==> src/rtl/fbf_pkg.sv <==
package fbf_pkg;
    typedef enum logic [1:0] {
        MODE_STANDBY = 2'd0,
        MODE_READ    = 2'd1,
        MODE_OUTOFF  = 2'd2,
        MODE_WRITE   = 2'd3
    } bus_mode_e;
endpackage

==> src/rtl/fbf_sync.sv <==
module fbf_sync #(
    parameter int              W       = 8,
    parameter int              STAGES  = 2,
    parameter logic [W-1:0]    RST_VAL = '0
) (
    input  logic         clk,
    input  logic         rst_n,
    input  logic [W-1:0] in_i,
    output logic [W-1:0] out_o
);
    logic [W-1:0] stage_d [STAGES];
    logic [W-1:0] stage_q [STAGES];

    for (genvar g = 0; g < STAGES; g++) begin : g_stage
        if (g == 0) begin : g_first
            always_comb stage_d[g] = in_i;
        end else begin : g_next
            always_comb stage_d[g] = stage_q[g-1];
        end
        always_ff @(posedge clk or negedge rst_n) begin
            if (!rst_n) stage_q[g] <= RST_VAL;
            else        stage_q[g] <= stage_d[g];
        end
    end

    assign out_o = stage_q[STAGES-1];
endmodule

==> src/rtl/fbf_read_path.sv <==
module fbf_read_path
    import fbf_pkg::*;
#(
    parameter int DW = 8
) (
    input  logic            clk,
    input  logic            rst_n,
    input  logic            ce_s,
    input  logic            oe_s,
    input  logic            we_s,
    input  logic            busy_i,
    input  logic [DW-1:0]   rdata_i,
    output bus_mode_e       mode_o,
    output logic [DW-1:0]   dout_o,
    output logic            dout_oe_o
);
    typedef struct packed {
        bus_mode_e       mode;
        logic            drive;
        logic [DW-1:0]   data;
    } rd_state_t;

    rd_state_t st_d, st_q;

    always_comb begin
        st_d = st_q;
        if (ce_s)               st_d.mode = MODE_STANDBY;
        else if (!oe_s && we_s) st_d.mode = MODE_READ;
        else if (oe_s && !we_s) st_d.mode = MODE_WRITE;
        else                    st_d.mode = MODE_OUTOFF;
        st_d.drive = (st_d.mode == MODE_READ) && !busy_i;
        st_d.data  = st_d.drive ? rdata_i : '0;
    end

    always_ff @(posedge clk or negedge rst_n) begin
        if (!rst_n) st_q <= '{mode: MODE_STANDBY, drive: 1'b0, data: '0};
        else        st_q <= st_d;
    end

    assign mode_o    = st_q.mode;
    assign dout_o    = st_q.data;
    assign dout_oe_o = st_q.drive;


    quiet_bus_chk: assert property (@(posedge clk) disable iff (!rst_n)
        !dout_oe_o |-> (dout_o == '0));


    busy_blocks_drive_chk: assert property (@(posedge clk) disable iff (!rst_n)
        $past(busy_i) |-> !dout_oe_o);
endmodule

==> src/rtl/fbf_write_capture.sv <==
module fbf_write_capture #(
    parameter int AW = 17,
    parameter int DW = 8
) (
    input  logic            clk,
    input  logic            rst_n,
    input  logic            ce_s,
    input  logic            oe_s,
    input  logic            we_s,
    input  logic [AW-1:0]   addr_s,
    input  logic [DW-1:0]   data_s,
    output logic            wr_valid_o,
    output logic [AW-1:0]   wr_addr_o,
    output logic [DW-1:0]   wr_data_o
);
    typedef struct packed {
        logic            both_low;
        logic            open;
        logic [AW-1:0]   addr_lat;
        logic [DW-1:0]   data_hold;
        logic            valid;
        logic [AW-1:0]   ev_addr;
        logic [DW-1:0]   ev_data;
    } wc_state_t;

    wc_state_t st_d, st_q;
    logic both_low_now, starts, ends;

    always_comb begin
        both_low_now = !ce_s && !we_s;
        starts       = both_low_now && !st_q.both_low;
        ends         = !both_low_now && st_q.both_low;

        st_d          = st_q;
        st_d.both_low = both_low_now;
        st_d.valid    = 1'b0;

        if (starts && oe_s) begin
            st_d.open     = 1'b1;
            st_d.addr_lat = addr_s;
        end
        if (both_low_now) begin
            st_d.data_hold = data_s;
        end
        if (ends) begin
            st_d.open = 1'b0;
            if (st_q.open) begin
                st_d.valid   = 1'b1;
                st_d.ev_addr = st_q.addr_lat;
                st_d.ev_data = st_q.data_hold;
            end
        end
    end

    always_ff @(posedge clk or negedge rst_n) begin
        if (!rst_n) st_q <= '0;
        else        st_q <= st_d;
    end

    assign wr_valid_o = st_q.valid;
    assign wr_addr_o  = st_q.ev_addr;
    assign wr_data_o  = st_q.ev_data;


    single_pulse_chk: assert property (@(posedge clk) disable iff (!rst_n)
        wr_valid_o |=> !wr_valid_o);


    addr_frozen_chk: assert property (@(posedge clk) disable iff (!rst_n)
        (st_q.open && $past(st_q.open)) |-> $stable(st_q.addr_lat));
endmodule

==> src/rtl/flash_bus_front.sv <==
module flash_bus_front
    import fbf_pkg::*;
#(
    parameter int AW          = 17,
    parameter int DW          = 8,
    parameter int SYNC_STAGES = 2
) (
    input  logic            clk,
    input  logic            rst_n,
    input  logic            ce_n,
    input  logic            oe_n,
    input  logic            we_n,
    input  logic [AW-1:0]   addr_i,
    input  logic [DW-1:0]   data_i,
    input  logic            busy_i,
    input  logic [DW-1:0]   array_rdata_i,
    output logic [AW-1:0]   rd_addr_o,
    output logic [DW-1:0]   dout_o,
    output logic            dout_oe_o,
    output logic [1:0]      mode_o,
    output logic            wr_valid_o,
    output logic [AW-1:0]   wr_addr_o,
    output logic [DW-1:0]   wr_data_o
);
    localparam int SW = 3 + AW + DW;
    localparam logic [SW-1:0] SYNC_IDLE = {3'b111, {(AW+DW){1'b0}}};

    logic [SW-1:0]  raw_vec, sync_vec;
    logic           ce_s, oe_s, we_s;
    logic [AW-1:0]  addr_s;
    logic [DW-1:0]  data_s;
    bus_mode_e      mode;

    assign raw_vec = {ce_n, oe_n, we_n, addr_i, data_i};

    fbf_sync #(.W(SW), .STAGES(SYNC_STAGES), .RST_VAL(SYNC_IDLE)) u_sync (
        .clk   (clk),
        .rst_n (rst_n),
        .in_i  (raw_vec),
        .out_o (sync_vec)
    );

    assign {ce_s, oe_s, we_s, addr_s, data_s} = sync_vec;
    assign rd_addr_o = addr_s;

    fbf_read_path #(.DW(DW)) u_read (
        .clk       (clk),
        .rst_n     (rst_n),
        .ce_s      (ce_s),
        .oe_s      (oe_s),
        .we_s      (we_s),
        .busy_i    (busy_i),
        .rdata_i   (array_rdata_i),
        .mode_o    (mode),
        .dout_o    (dout_o),
        .dout_oe_o (dout_oe_o)
    );

    assign mode_o = mode;

    fbf_write_capture #(.AW(AW), .DW(DW)) u_wcap (
        .clk        (clk),
        .rst_n      (rst_n),
        .ce_s       (ce_s),
        .oe_s       (oe_s),
        .we_s       (we_s),
        .addr_s     (addr_s),
        .data_s     (data_s),
        .wr_valid_o (wr_valid_o),
        .wr_addr_o  (wr_addr_o),
        .wr_data_o  (wr_data_o)
    );


    standby_no_event_chk: assert property (@(posedge clk) disable iff (!rst_n)
        (mode_o == MODE_STANDBY && $past(mode_o) == MODE_STANDBY) |-> !wr_valid_o);


    drive_needs_read_chk: assert property (@(posedge clk) disable iff (!rst_n)
        dout_oe_o |-> (mode_o == MODE_READ));
endmodule

==> config.mk <==
export PLATFORM = sky130hd
export DESIGN_NAME = flash_bus_front
export DESIGN_NICKNAME = d
export VERILOG_FILES = /design/src/rtl/fbf_pkg.sv /design/src/rtl/fbf_sync.sv /design/src/rtl/fbf_read_path.sv /design/src/rtl/fbf_write_capture.sv /design/src/rtl/flash_bus_front.sv
export SDC_FILE = /design/constraint.sdc
export NUM_CORES = 1
export LEC_CHECK = 0
export ABC_AREA = 1
export BUFFER_PORTS_ARGS = -buffer_cell sky130_fd_sc_hd__buf_2
export CAP_MARGIN = 15
export CORE_MARGIN = 2
export CORE_UTILIZATION = 50
export DETAILED_ROUTE_END_ITERATION = 6
export GPL_TIMING_DRIVEN = 0
export MAX_ROUTING_LAYER = met4
export PLACE_DENSITY = 0.75
export RECOVER_POWER = 25
export SYNTH_ARGS = -nofsm -noshare
export SYNTH_HDL_FRONTEND = slang
export SYNTH_HIERARCHICAL = 1
export SYNTH_SLANG_ARGS = --single-unit
==> constraint.sdc <==
create_clock -name clk -period 1.5 [get_ports clk]
set_input_delay 0.15 -clock clk [delete_from_list [all_inputs] [get_ports clk]]
set_output_delay 0.15 -clock clk [all_outputs]
set_load 0.02 [all_outputs]
**Word level (Yosys, flattened, before mapping)**

Cells that the tools add are included.

- Register bits: 120
- Bits in latches: 0
- Memory bits (writable): 0
- Memory bits (read-only): 0
- Bits of input ports: 39
- Output and inout bits: 54
- Word-level logic and storage cells: 36
- Memories kept: 0

- Add/subtract/negate cells: 0
- $mul: 0
- Divide/modulo/power cells: 0
- $lt $le $gt $ge: 0
- Equal/unequal tests: 1
- Shifts and indexed selects: 0
- Muxes and demuxes: 8
- Bitwise logic cells: 0
- Reduce and logical (&&, ||, !) cells: 15

Operators by type and width:

| cell | count |
|---|---|
| 26-bit two-way mux | 2 |
| 18-bit two-way mux | 1 |
| 8-bit two-way mux | 1 |
| 1-bit logical AND | 7 |
| 1-bit zero test | 6 |
| 2-bit two-way mux | 2 |
| 2-bit by 1-bit equality test with 1-bit output (second input constant) | 1 |
| 1-bit two-way mux | 2 |
| 2-bit AND reduction | 1 |
| 2-bit nonzero test | 1 |

**Longest topological paths before layout**

- Depth in word-level cells: 8
- Gate-level depth with buffers: 6
- Mapped depth without buffers: 5

**Cells and area by module**

Netlist, hierarchy kept.

Modules (own cells, without submodules):

| module | times used | cells each | area an instance (µm²) | seq. area each (µm²) |
|---|---|---|---|---|
| fbf_write_capture | 1 | 256 | 2382.3 | 1326.3 |
| fbf_sync | 1 | 56 | 1408.9 | 1408.9 |
| fbf_read_path | 1 | 35 | 387.9 | 275.3 |

**Worst setup path after synthesis**

Ideal clock, no wire load.

- Kind: reg-to-reg
- From: reg u_sync.stage_q, in the netlist u_sync/out_o[27]
- To: reg u_wcap.st_q, in the netlist u_wcap/wr_addr_o[0]
- Library setup time: 0.117 ns
- Arrival: 1.052 ns
- Required time: 1.383 ns
- Slack: 0.331 ns
- Cell stages (with the launch flop): 7
- Buffers on the path: 1
- Clock period less this slack: 1.169 ns
- Cell sequence: dfstp_2 inv_2 nand2_4 nand3_4 buf_6 nand2_1 nand2_1

- Word-level cells in the longest chain between the ends: 5

Ends and longest elaborated chain:

| item | line | text |
|---|---|---|
| from (decl) | fbf_sync.sv:12 | `logic [W-1:0] stage_q [STAGES];` |
| from (signal, indexed assignment) | fbf_sync.sv:22 | `else stage_q[g] <= stage_d[g];` |
| 1-bit zero test | fbf_write_capture.sv:30 | `both_low_now = !ce_s && !we_s;` |
| 1-bit logical AND | fbf_write_capture.sv:30 |  |
| 1-bit zero test | fbf_write_capture.sv:32 | `ends = !both_low_now && st_q.both_low;` |
| 1-bit logical AND | fbf_write_capture.sv:32 |  |
| 2-bit AND reduction (no line) | n/a |  |
| to (signal assigned) | fbf_write_capture.sv:57 | `else st_q <= st_d;` |
| to (decl) | fbf_write_capture.sv:26 | `wc_state_t st_d, st_q;` |

Every way passes these cells.
A chain may end at the register's enable or synchronous reset.

**Worst setup path after layout**

- From: reg u_wcap.st_q, in the netlist u_wcap/wr_data_o[1]
- To: out wr_data_o[1]

RTL lines:

| item | line | text |
|---|---|---|
| to (decl) | flash_bus_front.sv:23 | `output logic [DW-1:0] wr_data_o` |

No word-level cell between the ends.

==> flow_summary.json <==
{
  "outcome": "complete, no violations",
  "gr-total-overflow": 0,
  "dieHeight_um": 95.4,
  "synthAdderAreaFrac_pct": 0.299,
  "track_usage_pct": 20.1,
  "worst_pin_slew_ns": 1.01,
  "synth_top_cell_by_area": "dfrtp_1",
  "drc": 0,
  "syn_nets": 387,
  "firstDrtPassIters": 4,
  "io_buffer_count": 92,
  "end_kind": "output port",
  "critPathKind": "reg2out",
  "cts_tree": "done",
  "yosys.area.top_type_share_pct": 68.3,
  "clock_skew_ns": 0.00510,
  "cpPeakStageDelay_ns": 0.39,
  "fill_cells": 571,
  "irDropWorstVdd_mv": 1.01,
  "htreeDepth": 4,
  "fin_crit_sh_pct": 88.8,
  "seq_area_frac_synth_pct": 72.0,
  "wirelength_mm": 7.83,
  "clockBufferDepth": 2,
  "gp_congestion": 0.757,
  "grt_pass1_vias": 2789,
  "drive_gt1_share_pct": 35.3,
  "maxSlewHeadroom_pct": 32.9,
  "async_reset_ff_share_pct": 100,
  "worst-path-max-fanout": 2,
  "grt_first_pass_wirelength_mm": 13.0,
  "fin_crit_ns": 1.33,
  "synthCells": 347,
  "setup_viol": 0,
  "grt_max_degree": 80,
  "io_pins": 93,
  "synth-edff-count": 0,
  "synth_xor_area_share_pct": 0,
  "start_util_pct": 51.1,
  "cts-root-buf": "clkbuf_8",
  "synth_mux_area_share_pct": 0,
  "maxClockFrequency_mhz": 751,
  "dp_cells": 545,
  "clkLatencyLatePin_ns": 0.51,
  "synth_area_leaders": "dfrtp_1 68%, nand2_1 9.7%, buf_4 5.0%, dfstp_2 3.8%, nand4_1 3.7%",
  "synth_cell_types": 17,
  "synthFlopType": "dfrtp_1",
  "rsz0062_at_grt": "no",
  "min_path_type": "in2reg",
  "drv_cap": 0,
  "dr.first_iter.drc_count": 188,
  "cts.reportedPaths.clkPinSlew_ns": 0.06,
  "power.density_nw_per_um2": 1690,
  "avgSynthCellArea_um2": 12.0,
  "cp.arrival_ns": 1.18,
  "start_kind": "flop",
  "yosys.cell_count.top_type": "dfrtp_1",
  "synth-simple-area-share_pct": 18.6,
  "die-width_um": 95.4,
  "n_antenna_cell": 0,
  "synthToLayoutAreaGrowth_pct": 39.4,
  "hold_violations": 0,
  "clock-sinks": 120,
  "postCtsSetupBuffers": 0,
  "required_ns": 1.35,
  "via_per_inst": 4.54,
  "worstPathCellList": "buf_4 -> buf_2",
  "setup_tns_ns": 0,
  "synth_common_cells": "114 x dfrtp_1, 108 x nand2_1, 28 x buf_4",
  "dpl.hpwl_mm": 4.96,
  "final_cell_count_no_fill": 615,
  "synth_top_family_by_area": "simple AND/OR/NAND/NOR gates",
  "totalPowerFinal_w": 0.00982,
  "num_vias": 2793,
  "rows": 33,
  "drv_slew": 0,
  "synth_compound_area_share_pct": 0.389,
  "critPathTopFamily": "flip-flops",
  "die_area_um2": 9100,
  "synth-seq-cells": 120,
  "cp.buffers_inverters": 2,
  "final_util_pct": 71.2,
  "antenna_found_initial": 0,
  "yosys_warnings": 6,
  "crit_slowest_cell": "dfrtp_1",
  "p_leak_nw": 3.13,
  "avgRoutedWirePerCell_um": 12.7,
  "layout.nets": 537,
  "placed_area_um2": 4790,
  "ant_nets": 0,
  "cts_made_buffers": 17,
  "core_um2": 8180,
  "synthesis.area_um2": 4180,
  "finish.instance_area_um2": 5820
}
## state kept, by name, summed over array words and instances, names as in the netlist
| name | flops |
|---|---|
| u_sync/stage_d | 28 |
| u_read/mode_o | 2 |
| u_read/dout_o | 8 |
| u_wcap/st_q | 27 |
| u_wcap/wr_data_o | 8 |
| u_wcap/wr_valid_o | 1 |
| u_read/dout_oe_o | 1 |
| u_wcap/wr_addr_o | 17 |
| u_sync/out_o | 28 |
## worst register-to-register path, cell delays in order, from the launching register on
cell and delay [ns]:
dfstp_2 0.60, inv_2 0.06, nand2_4 0.11, nand3_4 0.13
buf_6 0.17, nand2_1 0.08, nand2_1 0.05
## routing by layer
metal  wire, um  vias up  GRT usage, %
met5          0        -             -
met4        117        0          7.38
met3        343       13          6.96
met2       4000       80          31.2
met1       3370     1312          24.8
li1           -     1388             -
## final timing paths
check	to	slack, ns	start	cells after the start
setup / recovery	wr_data_o[1]	0.17	u_wcap/wr_data_o[1]	2
min in group asynchronous	u_sync/stage_d[1]	0.42	rst_n	2
max in group asynchronous	u_wcap/st_q[47]	0.35	rst_n	3
setup reg to reg	u_wcap/wr_addr_o[2]	0.20	u_sync/out_o[27]	6
hold / removal	u_sync/stage_d[23]	0.27	addr_i[15]	2
hold reg to reg	u_sync/out_o[19]	0.35	u_sync/stage_d[19]	0
## report_power, final
part	leakage [nW]	switching, W	internal [W]
registers	1.47	0.000242	0.00368
logic	1.35	0.000853	0.000722
clock network	0.312	0.00141	0.00292
total	3.13	0.00250	0.00732
## logic make-up after synthesis
group / after synthesis
adder cells (fa/ha/maj): 1
AND/OR/NAND/NOR: 167
AO/OA/AOI/OAI: 1
flip-flops: 120
buffers and inverters: 58
## layout make-up
type                       count  area [um^2]  share of cell area [%]
sequential                   120         3010                    51.7
timing repair buffer         131          863                    14.8
multi-input combinational    169          806                    13.8
clock buffer                  18          428                    7.35
buffer                        40          295                    5.07
clock inverter                14          223                    3.82
tap                          105          131                    2.26
inverter                      18         67.6                    1.16
## cell usage in the layout (no fill, tap or decap), types with 2 or more instances in the layout
cell / instances
nand2_1: 108
clkinv_4: 5
clkbuf_16: 16
nand3_4: 2
dlygate4sd3_1: 38
dfrtp_1: 114
buf_4: 28
inv_2: 2
buf_2: 99
nor2_1: 11
inv_1: 16
nand3_1: 17
buf_6: 4
nand2_4: 2
clkinvlp_4: 2
dfstp_2: 6
bufinv_16: 5
clkbuf_8: 2
nand4_1: 25
## what timing repair did
item	4_1_cts	5_1_grt
resized for setup	0	0
hold endpoints to repair	109	0
hold buffers	38	0
## stage by stage
stage	hold slack [ns]	setup WS, ns
after CTS	0.247	0.145
after detailed placement	0.256	0.201
after global routing	0.249	0.106
after floorplan	-0.146	0.331
final	0.270	0.169
after global placement	0.256	-0.967
Note: power is estimated with default switching activity, not from simulation.
